[config.mk]
export PLATFORM = sky130hd
export DESIGN_NAME = stop_seq_ctrl
export DESIGN_NICKNAME = d
export VERILOG_FILES = /design/src/rtl/stop_pkg.sv /design/src/rtl/stop_wake_sync.sv /design/src/rtl/stop_mode_fsm.sv /design/src/rtl/stop_out_decode.sv /design/src/rtl/stop_seq_ctrl.sv
export SDC_FILE = /design/constraint.sdc
export NUM_CORES = 1
export LEC_CHECK = 0
export BUFFER_PORTS_ARGS = -buffer_cell sky130_fd_sc_hd__buf_2
export CAP_MARGIN = 20
export CORE_UTILIZATION = 40
export CTS_CLUSTER_SIZE = 28
export DETAILED_ROUTE_END_ITERATION = 10
export GPL_TIMING_DRIVEN = 0
export PLACE_DENSITY = 0.77
export SYNTH_ARGS = -nofsm -noshare
export SYNTH_HDL_FRONTEND = slang
export SYNTH_SLANG_ARGS = --single-unit
[constraint.sdc]
create_clock -name clk -period 2.2 [get_ports clk]
set_clock_uncertainty 0.2 [all_clocks]
set_input_delay 0.44 -clock clk [delete_from_list [all_inputs] [get_ports clk]]
set_output_delay 0.44 -clock clk [all_outputs]
set_load 0.02 [all_outputs]
[src/rtl/stop_pkg.sv]
package stop_pkg;

    typedef enum logic [2:0] {
        MODE_NONE = 3'd0,
        MODE_S1   = 3'd1,
        MODE_S2   = 3'd2,
        MODE_S3   = 3'd3,
        MODE_S4   = 3'd4
    } mode_e;

    typedef enum logic [2:0] {
        ST_RUN   = 3'd0,
        ST_ENTER = 3'd1,
        ST_STOP1 = 3'd2,
        ST_STOP2 = 3'd3,
        ST_STOP3 = 3'd4,
        ST_STOP4 = 3'd5,
        ST_WAKE  = 3'd6
    } state_e;

    typedef struct packed {
        logic reg_standby;
        logic dbg_clk_en;
        logic periph_clk_en;
        logic hfo_en;
        logic mfo_en;
        logic pin_hiz;
        logic adc_abort;
        logic sys_reset;
        logic bkgd_enter;
    } pm_ctrl_t;

    // Requested code to effective depth; keep_reg forces full regulation
    function automatic mode_e resolve_mode(input logic [1:0] lvl, input logic keep_reg);
        mode_e m;
        case (lvl)
            2'd1:    m = MODE_S1;
            2'd2:    m = MODE_S2;
            default: m = MODE_S3;
        endcase
        if (keep_reg) m = MODE_S4;
        return m;
    endfunction

    function automatic state_e stop_state(input mode_e m);
        case (m)
            MODE_S1: return ST_STOP1;
            MODE_S2: return ST_STOP2;
            MODE_S4: return ST_STOP4;
            default: return ST_STOP3;
        endcase
    endfunction

    function automatic logic is_stop(input state_e s);
        return (s == ST_STOP1) || (s == ST_STOP2) || (s == ST_STOP3) || (s == ST_STOP4);
    endfunction

endpackage

[src/rtl/stop_wake_sync.sv]
module stop_wake_sync #(
    parameter int W      = 2,
    parameter int STAGES = 2
) (
    input  logic         clk,
    input  logic         rst,
    input  logic [W-1:0] d,
    output logic [W-1:0] q
);
    logic [STAGES-1:0][W-1:0] chain;

    always_ff @(posedge clk) begin
        if (rst) chain <= '0;
        else     chain <= {chain[STAGES-2:0], d};
    end

    assign q = chain[STAGES-1];
endmodule

[src/rtl/stop_mode_fsm.sv]
module stop_mode_fsm
    import stop_pkg::*;
(
    input  logic       clk,
    input  logic       rst,
    input  logic       stop_req,
    input  logic [1:0] req_level,
    input  logic       keep_reg,
    input  logic       dbg_en,
    input  logic       irq_s,
    input  logic       dbgcmd_s,
    input  logic       pin_ack,
    output state_e     state,
    output mode_e      mode_q,
    output mode_e      exit_q,
    output logic       dbg_lat,
    output logic       dbg_cause,
    output logic       pin_hold
);
    logic wake_hit;
    assign wake_hit = irq_s | (dbgcmd_s & dbg_lat);

    always_ff @(posedge clk) begin
        if (rst) begin
            state     <= ST_RUN;
            mode_q    <= MODE_NONE;
            exit_q    <= MODE_NONE;
            dbg_lat   <= 1'b0;
            dbg_cause <= 1'b0;
            pin_hold  <= 1'b0;
        end else begin
            case (state)
                ST_RUN: begin
                    if (pin_ack) pin_hold <= 1'b0;
                    if (stop_req) begin
                        state   <= ST_ENTER;
                        mode_q  <= resolve_mode(req_level, keep_reg);
                        dbg_lat <= dbg_en;
                    end
                end
                ST_ENTER: begin
                    state <= stop_state(mode_q);
                    if (mode_q == MODE_S2) pin_hold <= 1'b1;
                    if (mode_q == MODE_S1) pin_hold <= 1'b0;
                end
                ST_STOP1, ST_STOP2, ST_STOP3, ST_STOP4: begin
                    if (wake_hit) begin
                        state     <= ST_WAKE;
                        dbg_cause <= dbgcmd_s & dbg_lat;
                    end
                end
                ST_WAKE: begin
                    state     <= ST_RUN;
                    exit_q    <= mode_q;
                    dbg_cause <= 1'b0;
                end
                default: state <= ST_RUN;
            endcase
        end
    end
endmodule

[src/rtl/stop_out_decode.sv]
module stop_out_decode
    import stop_pkg::*;
(
    input  state_e   state,
    input  mode_e    mode_q,
    input  logic     dbg_lat,
    input  logic     dbg_cause,
    input  logic     adc_async_clk,
    input  logic     mfo_need,
    output pm_ctrl_t ctrl
);
    logic stopped;
    logic deep;

    assign stopped = is_stop(state);
    assign deep    = (mode_q == MODE_S1) || (mode_q == MODE_S2);

    always_comb begin
        ctrl               = '0;
        ctrl.reg_standby   = stopped && (mode_q != MODE_S4);
        ctrl.dbg_clk_en    = !stopped || dbg_lat;
        ctrl.periph_clk_en = !stopped;
        ctrl.hfo_en        = !stopped;
        ctrl.mfo_en        = !stopped || mfo_need;
        ctrl.pin_hiz       = (state == ST_STOP1);
        ctrl.adc_abort     = (state == ST_ENTER) && !deep && !adc_async_clk;
        ctrl.sys_reset     = (state == ST_WAKE) && deep;
        ctrl.bkgd_enter    = (state == ST_WAKE) && dbg_cause;
    end
endmodule

[src/rtl/stop_seq_ctrl.sv]
module stop_seq_ctrl
    import stop_pkg::*;
#(
    parameter int SYNC_STAGES = 2
) (
    input  logic       clk,
    input  logic       rst,
    input  logic       stop_req,
    input  logic [1:0] req_level,
    input  logic       lvd_en,
    input  logic       lvd_stop_en,
    input  logic       dbg_en,
    input  logic       wake_irq,
    input  logic       wake_dbg,
    input  logic       pin_ack,
    input  logic       adc_async_clk,
    input  logic       mfo_need,
    output logic       in_stop,
    output logic       reg_standby,
    output logic       dbg_clk_en,
    output logic       periph_clk_en,
    output logic       hfo_en,
    output logic       mfo_en,
    output logic       pin_hold,
    output logic       pin_hiz,
    output logic       adc_abort,
    output logic       sys_reset,
    output logic       bkgd_enter,
    output logic [2:0] exit_mode
);
    localparam int NWAKE = 2;

    logic [NWAKE-1:0] wake_s;
    state_e           state;
    mode_e            mode_q;
    mode_e            exit_q;
    logic             dbg_lat;
    logic             dbg_cause;
    pm_ctrl_t         ctrl;
    logic             keep_reg;

    assign keep_reg = (lvd_en & lvd_stop_en) | dbg_en;

    stop_wake_sync #(.W(NWAKE), .STAGES(SYNC_STAGES)) u_sync (
        .clk (clk),
        .rst (rst),
        .d   ({wake_dbg, wake_irq}),
        .q   (wake_s)
    );

    stop_mode_fsm u_fsm (
        .clk       (clk),
        .rst       (rst),
        .stop_req  (stop_req),
        .req_level (req_level),
        .keep_reg  (keep_reg),
        .dbg_en    (dbg_en),
        .irq_s     (wake_s[0]),
        .dbgcmd_s  (wake_s[1]),
        .pin_ack   (pin_ack),
        .state     (state),
        .mode_q    (mode_q),
        .exit_q    (exit_q),
        .dbg_lat   (dbg_lat),
        .dbg_cause (dbg_cause),
        .pin_hold  (pin_hold)
    );

    stop_out_decode u_dec (
        .state         (state),
        .mode_q        (mode_q),
        .dbg_lat       (dbg_lat),
        .dbg_cause     (dbg_cause),
        .adc_async_clk (adc_async_clk),
        .mfo_need      (mfo_need),
        .ctrl          (ctrl)
    );

    assign in_stop       = is_stop(state);
    assign reg_standby   = ctrl.reg_standby;
    assign dbg_clk_en    = ctrl.dbg_clk_en;
    assign periph_clk_en = ctrl.periph_clk_en;
    assign hfo_en        = ctrl.hfo_en;
    assign mfo_en        = ctrl.mfo_en;
    assign pin_hiz       = ctrl.pin_hiz;
    assign adc_abort     = ctrl.adc_abort;
    assign sys_reset     = ctrl.sys_reset;
    assign bkgd_enter    = ctrl.bkgd_enter;
    assign exit_mode     = exit_q;
endmodule

### Word level (Yosys, flattened, before mapping)

Index checks and enable logic that the tools add are counted.

| cells by class | value |
|---|---|
| muxes and demuxes | 12 |
| equal/unequal tests | 16 |
| reductions and logical operators | 22 |
| bitwise logic cells | 4 |

Operators by type and width:

| cell | number |
|---|---|
| one-hot mux 3 bit (3 select lines) | 2 |
| equality test 3 bit (second input constant) | 4 |
| equality test 3 x 2 -> 1 bit (second input constant) | 3 |
| 2-to-1 mux 3 bit | 3 |
| equality test 3 x 1 -> 1 bit (second input constant) | 2 |
| logical OR 1 bit | 6 |
| AND reduction 2 bit | 3 |
| logical AND 1 bit | 5 |
| 2-to-1 mux 1 bit | 4 |
| inequality test 2 bit (second input constant) | 2 |
| one-hot mux 1 bit (2 select lines) | 2 |
| one-hot mux 2 bit (2 select lines) | 1 |
| nonzero test 2 bit | 2 |
| OR reduction 4 bit | 1 |
| logical NOT 1 bit | 3 |
| logical NOT 3 bit | 1 |
| inequality test 3 x 1 -> 1 bit (second input constant) | 1 |
| inequality test 3 bit (second input constant) | 1 |
| AND reduction 3 bit | 1 |
| AND 1 bit | 2 |
| equality test 2 x 1 -> 1 bit (second input constant) | 1 |
| equality test 2 bit (second input constant) | 1 |
| inequality test 2 x 1 -> 1 bit (second input constant) | 1 |
| OR 1 bit | 2 |

| storage, ports and cells | value |
|---|---|
| bits in registers | 16 |
| output and inout bits | 14 |
| input bits | 13 |
| word-level logic and storage cells | 62 |

### Longest topological paths before layout

| logic depth | value |
|---|---|
| depth after elaboration | 6 |
| gate-level depth with buffers | 4 |
| mapped depth without buffers | 3 |

### By module

A second synthesis with hierarchy kept.

| second synthesis, totals | value |
|---|---|
| cell total of the unflattened synthesis | 98 |
| area, all modules | 830.8 sq um |

By module, submodules not included:

| module | area an instance (sq um) | times used | cells an instance | sequential area each (sq um) |
|---|---|---|---|---|
| stop_mode_fsm | 596.8 | 1 | 71 | 240.2 |
| stop_wake_sync | 120.1 | 1 | 10 | 80.1 |
| stop_out_decode | 97.6 | 1 | 15 | 0.0 |
| stop_seq_ctrl | 16.3 | 1 | 2 | 0.0 |

### Worst setup path after synthesis

Ideal clock, no wire load.

| timing path | value |
|---|---|
| kind | register to output |
| from | register u_fsm.state[2] |
| to | output port reg_standby |
| arrival | 1.639 ns |
| path slack | -0.079 ns |
| path buffers | 1 |
| required time | 1.560 ns |
| stages on the path, launching flop included | 5 |
| path through | dfxtp_1 buf_6 xor2_1 inv_2 a31oi_1 |

| on the way | value |
|---|---|
| word-level cells in the longest chain between the ends | 5 |
| elaborated cells on any way between the ends | 8 |
| those cells by class | 4 x eq/ne; 4 x reduce/logical |

RTL lines:

| element | RTL line | RTL |
|---|---|---|
| start, declared | stop_mode_fsm.sv:13 | `output state_e state,` |
| start signal, assigned | stop_mode_fsm.sv:42 | `state <= stop_state(mode_q);` |
| equality test 3 x 2 -> 1 bit | n/a |  |
| logical OR 1 bit (2 in series) | n/a |  |
| logical OR 1 bit (*) | n/a |  |
| via in_stop | stop_seq_ctrl.sv:18 | `output logic in_stop,` |
| logical AND 1 bit (*) | stop_out_decode.sv:20 | `ctrl.reg_standby = stopped && (mode_q != MODE_S4);` |
| end, declared | stop_seq_ctrl.sv:19 | `output logic reg_standby,` |

The timed path passes the listed nets; every way through them passes the cells marked *.

### Worst setup path after layout

| timing path | value |
|---|---|
| from | register u_fsm.state[2] |
| to | output port reg_standby |

| on the way | value |
|---|---|
| word-level cells in the longest chain between the ends | 5 |
| elaborated cells on any way between the ends | 8 |
| those cells by class | 4 x eq/ne; 4 x reduce/logical |

RTL lines:

| element | RTL line | RTL |
|---|---|---|
| equality test 3 x 2 -> 1 bit | stop_pkg.sv:55 | `return (s == ST_STOP1) \|\| (s == ST_STOP2) \|\| (s == ST_STOP3) \|\| (s == ST_STOP4);` |
| logical OR 1 bit (2 in series) | stop_pkg.sv:55 |  |
| logical OR 1 bit (*) | stop_pkg.sv:55 |  |
| logical AND 1 bit (*) | stop_out_decode.sv:20 |  |

Every way passes the cells marked *; elsewhere a longest branch is shown, timed or not.

==> reports/results.tsv <==
metric	value	unit
Detailed Routing Iterations Pass 1	4	
Final #Nets	131	
via count	705	
dpl ws	360	ps
crit path time final	2100	ps
xor/xnor share of the synthesized area	3.31	%
critical-path maximum fanout	9	
antenna-violating nets left	0	
P&R area growth vs syn	29.0	%
TritonCTS buffer count	3	
PnR worst setup slack	97.1	ps
ys flop type	dfxtp_1	
DIE WIDTH	46.5	um
final hold violation count	0	
Final Max Slew Viols	0	
Setup TNS Final	0	ps
Buf/Inv on CP	3	
Compound-Gate Fraction of Synth Area	15.1	%
outcome	completed	
Adder-Cell Fraction of Synth Area	0	%
Port Buffer Count	26	
FMAX	0.476	GHz
max-cap check violation count	0	
WP depth	5	
main combinational cell family by area after synthesis	simple AND/OR/NAND/NOR gates	
Initial DRC Count	12	
Clk pin slew, worst setup/hold paths	100	ps
syn nets	99	
wire length per cell	11.3	um
H-tree levels	1	
top post-synthesis cells by count	16 x dfxtp_1, 8 x nor2_1, 7 x a21oi_1	
Synth Register Bits	16	
die area	2170	um2
CTS tree	done	
clock buffer depth	2	
layout cells sized above 1	35.9	%
DRC viols	0	
initial antenna violation count	0	
type of origin of the critical path	register	
Core Footprint	1780	um2
Crit Path Category	register to primary output	
# diodes	0	
post-DP HPWL	1170	um
unrepaired setup endpoints after global routing	no	
post-synthesis mux area share	5.05	%
cells after synthesis	86	
CP Cell Sequence	buf_6 > xor2_4 > inv_2 > a31oi_1 > buf_2	
first-pass GRT wire length	2400	um
CP Data Required Time	1560	ps
Global Route Usage Sum	16.4	%
Tcrit/Tclk final	95.6	%
worst skew pair latency	290	ps
pwr/cell area	758	nW/um2
Ports	27	
Syn. warnings	0	
Leakage	0.454	nW
Max transition margin	66.8	%
number of flops mapped to enable cells by yosys	0	
Critical Path Slowest Stage Cell	dfxtp_1	
WP data arrival	1460	ps
max incr delay on CP	340	ps
Slew @ Worst Pin	496	ps
r2r worst-path depth	4	
Post-Synth Simple-Gate Area	24.9	%
Vias/cell	4.96	
ys async rst share	0	%
row count	15	
final wirelength	1600	um
Mapped Area	793	um2
Overflow after GRT	0	
Synth area leaders	dfxtp_1 40%, mux2i_1 5.0%, nand2b_1 4.7%	
Hold Path Depth	2	
Synth top area share	40.4	%
fin util	57.4	%
largest net degree at the start of global routing	11	
Synth cell types	34	
Clock Root Buffer	clkbuf_4	
Mean Syn Cell Area	9.22	um2
Die H	46.5	um
final setup vio count	0	
vias in the first global route	559	
# clock sinks	16	
Max VDD drop	0.511	mV
initial core utilization	44.5	%
Seq/Total Area, Yosys	40.4	%
Final Wtd Congestion	0.719	
Worst setup EP type	primary output	
most numerous cell in the Yosys netlist	dfxtp_1	
Min-Delay Path Class	input pin to register	
area leader, netlist	dfxtp_1	
Top Family by Delay on Critical Path	buffers and inverters	
[worst paths after layout]
kind | startpoint | end | slack [ps]
max reg2reg | u_fsm.state[1] | u_fsm.pin_hold | 540
min | wake_dbg | u_sync.chain[1] | 160
min reg2reg | u_sync.chain[0] | u_sync.q[0] | 250
max | u_fsm.state[2] | reg_standby | 100
[layout make-up]
cell class	instances	area [um2]
fill	167	759
multi-input combinational	57	410
clock buffer	4	36.3
inverter	7	26.3
sequential	16	320
tap	25	31.3
timing repair buffer	28	145
buffer	5	53.8
[timing repair]
item / 4_1_cts / 5_1_grt
setup endpoints to repair: 0 / 3
buffers inserted: 0 / 2
resized for setup: 0 / 2
endpoints found under the hold margin: 0 / 0
hold buffers: 0 / 0
[layer usage]
metal / part of all wire, % / track usage, % / vias up
met3: 5.9 / 7.06 / 2
met1: 47 / 21.3 / 320
li1: - / - / 358
met5: 0 / 0 / -
met4: 0.62 / 7.06 / 0
met2: 46 / 23.3 / 25
[report_power, final]
group / switching (mW) / total [mW] / internal [mW] / leakage, nW
clock: 0.0940 / 0.195 / 0.101 / 0.0210
combinational: 0.145 / 0.252 / 0.107 / 0.302
sequential: 0.0198 / 0.329 / 0.310 / 0.131
total: 0.258 / 0.776 / 0.517 / 0.454
[state kept, by name, summed over array words and instances (netlist names)]
name and flops:
u_fsm.pin_hold 1, u_sync.q 2, u_fsm.mode_q 3, u_fsm.dbg_lat 1, u_fsm.exit_q 3, u_fsm.dbg_cause 1
u_fsm.state 3, u_sync.chain 2
[stage by stage]
step           total power [mW]  hold slack, ps  std cells  cell area (um2)
6_report                  0.776             160        142             1020
5_1_grt                   0.825             140        142             1020
4_1_cts                   0.778             147        141              998
3_5_place_dp              0.581             231        137              962
3_3_place_gp              0.577             217        137              962
2_1_floorplan             0.515             214         86              801
[logic make-up (layout without fill, tap and decap cells)]
family                 after synthesis  count (layout)
multiplexers                         4               4
flip-flops                          16              16
XOR/XNOR                             3               3
AO/OA/AOI/OAI                       18              18
buffers and inverters               13              44
AND/OR/NAND/NOR                     32              32
[cell usage in the layout (no fill, tap or decap), types with 2 or more instances in the layout]
| cell type | Yosys | layout |
|---|---|---|
| a211oi_1 | 2 | 2 |
| a21oi_1 | 7 | 7 |
| buf_2 | 0 | 26 |
| buf_4 | 1 | 3 |
| buf_6 | 3 | 3 |
| clkbuf_4 | 0 | 3 |
| dfxtp_1 | 16 | 16 |
| inv_1 | 5 | 5 |
| inv_2 | 2 | 2 |
| mux2i_1 | 4 | 4 |
| nand2b_1 | 6 | 6 |
| nand3_1 | 4 | 4 |
| nor2_1 | 8 | 8 |
| nor2b_1 | 4 | 4 |
| nor3_1 | 2 | 2 |
Power figures use the tool's default switching activity.
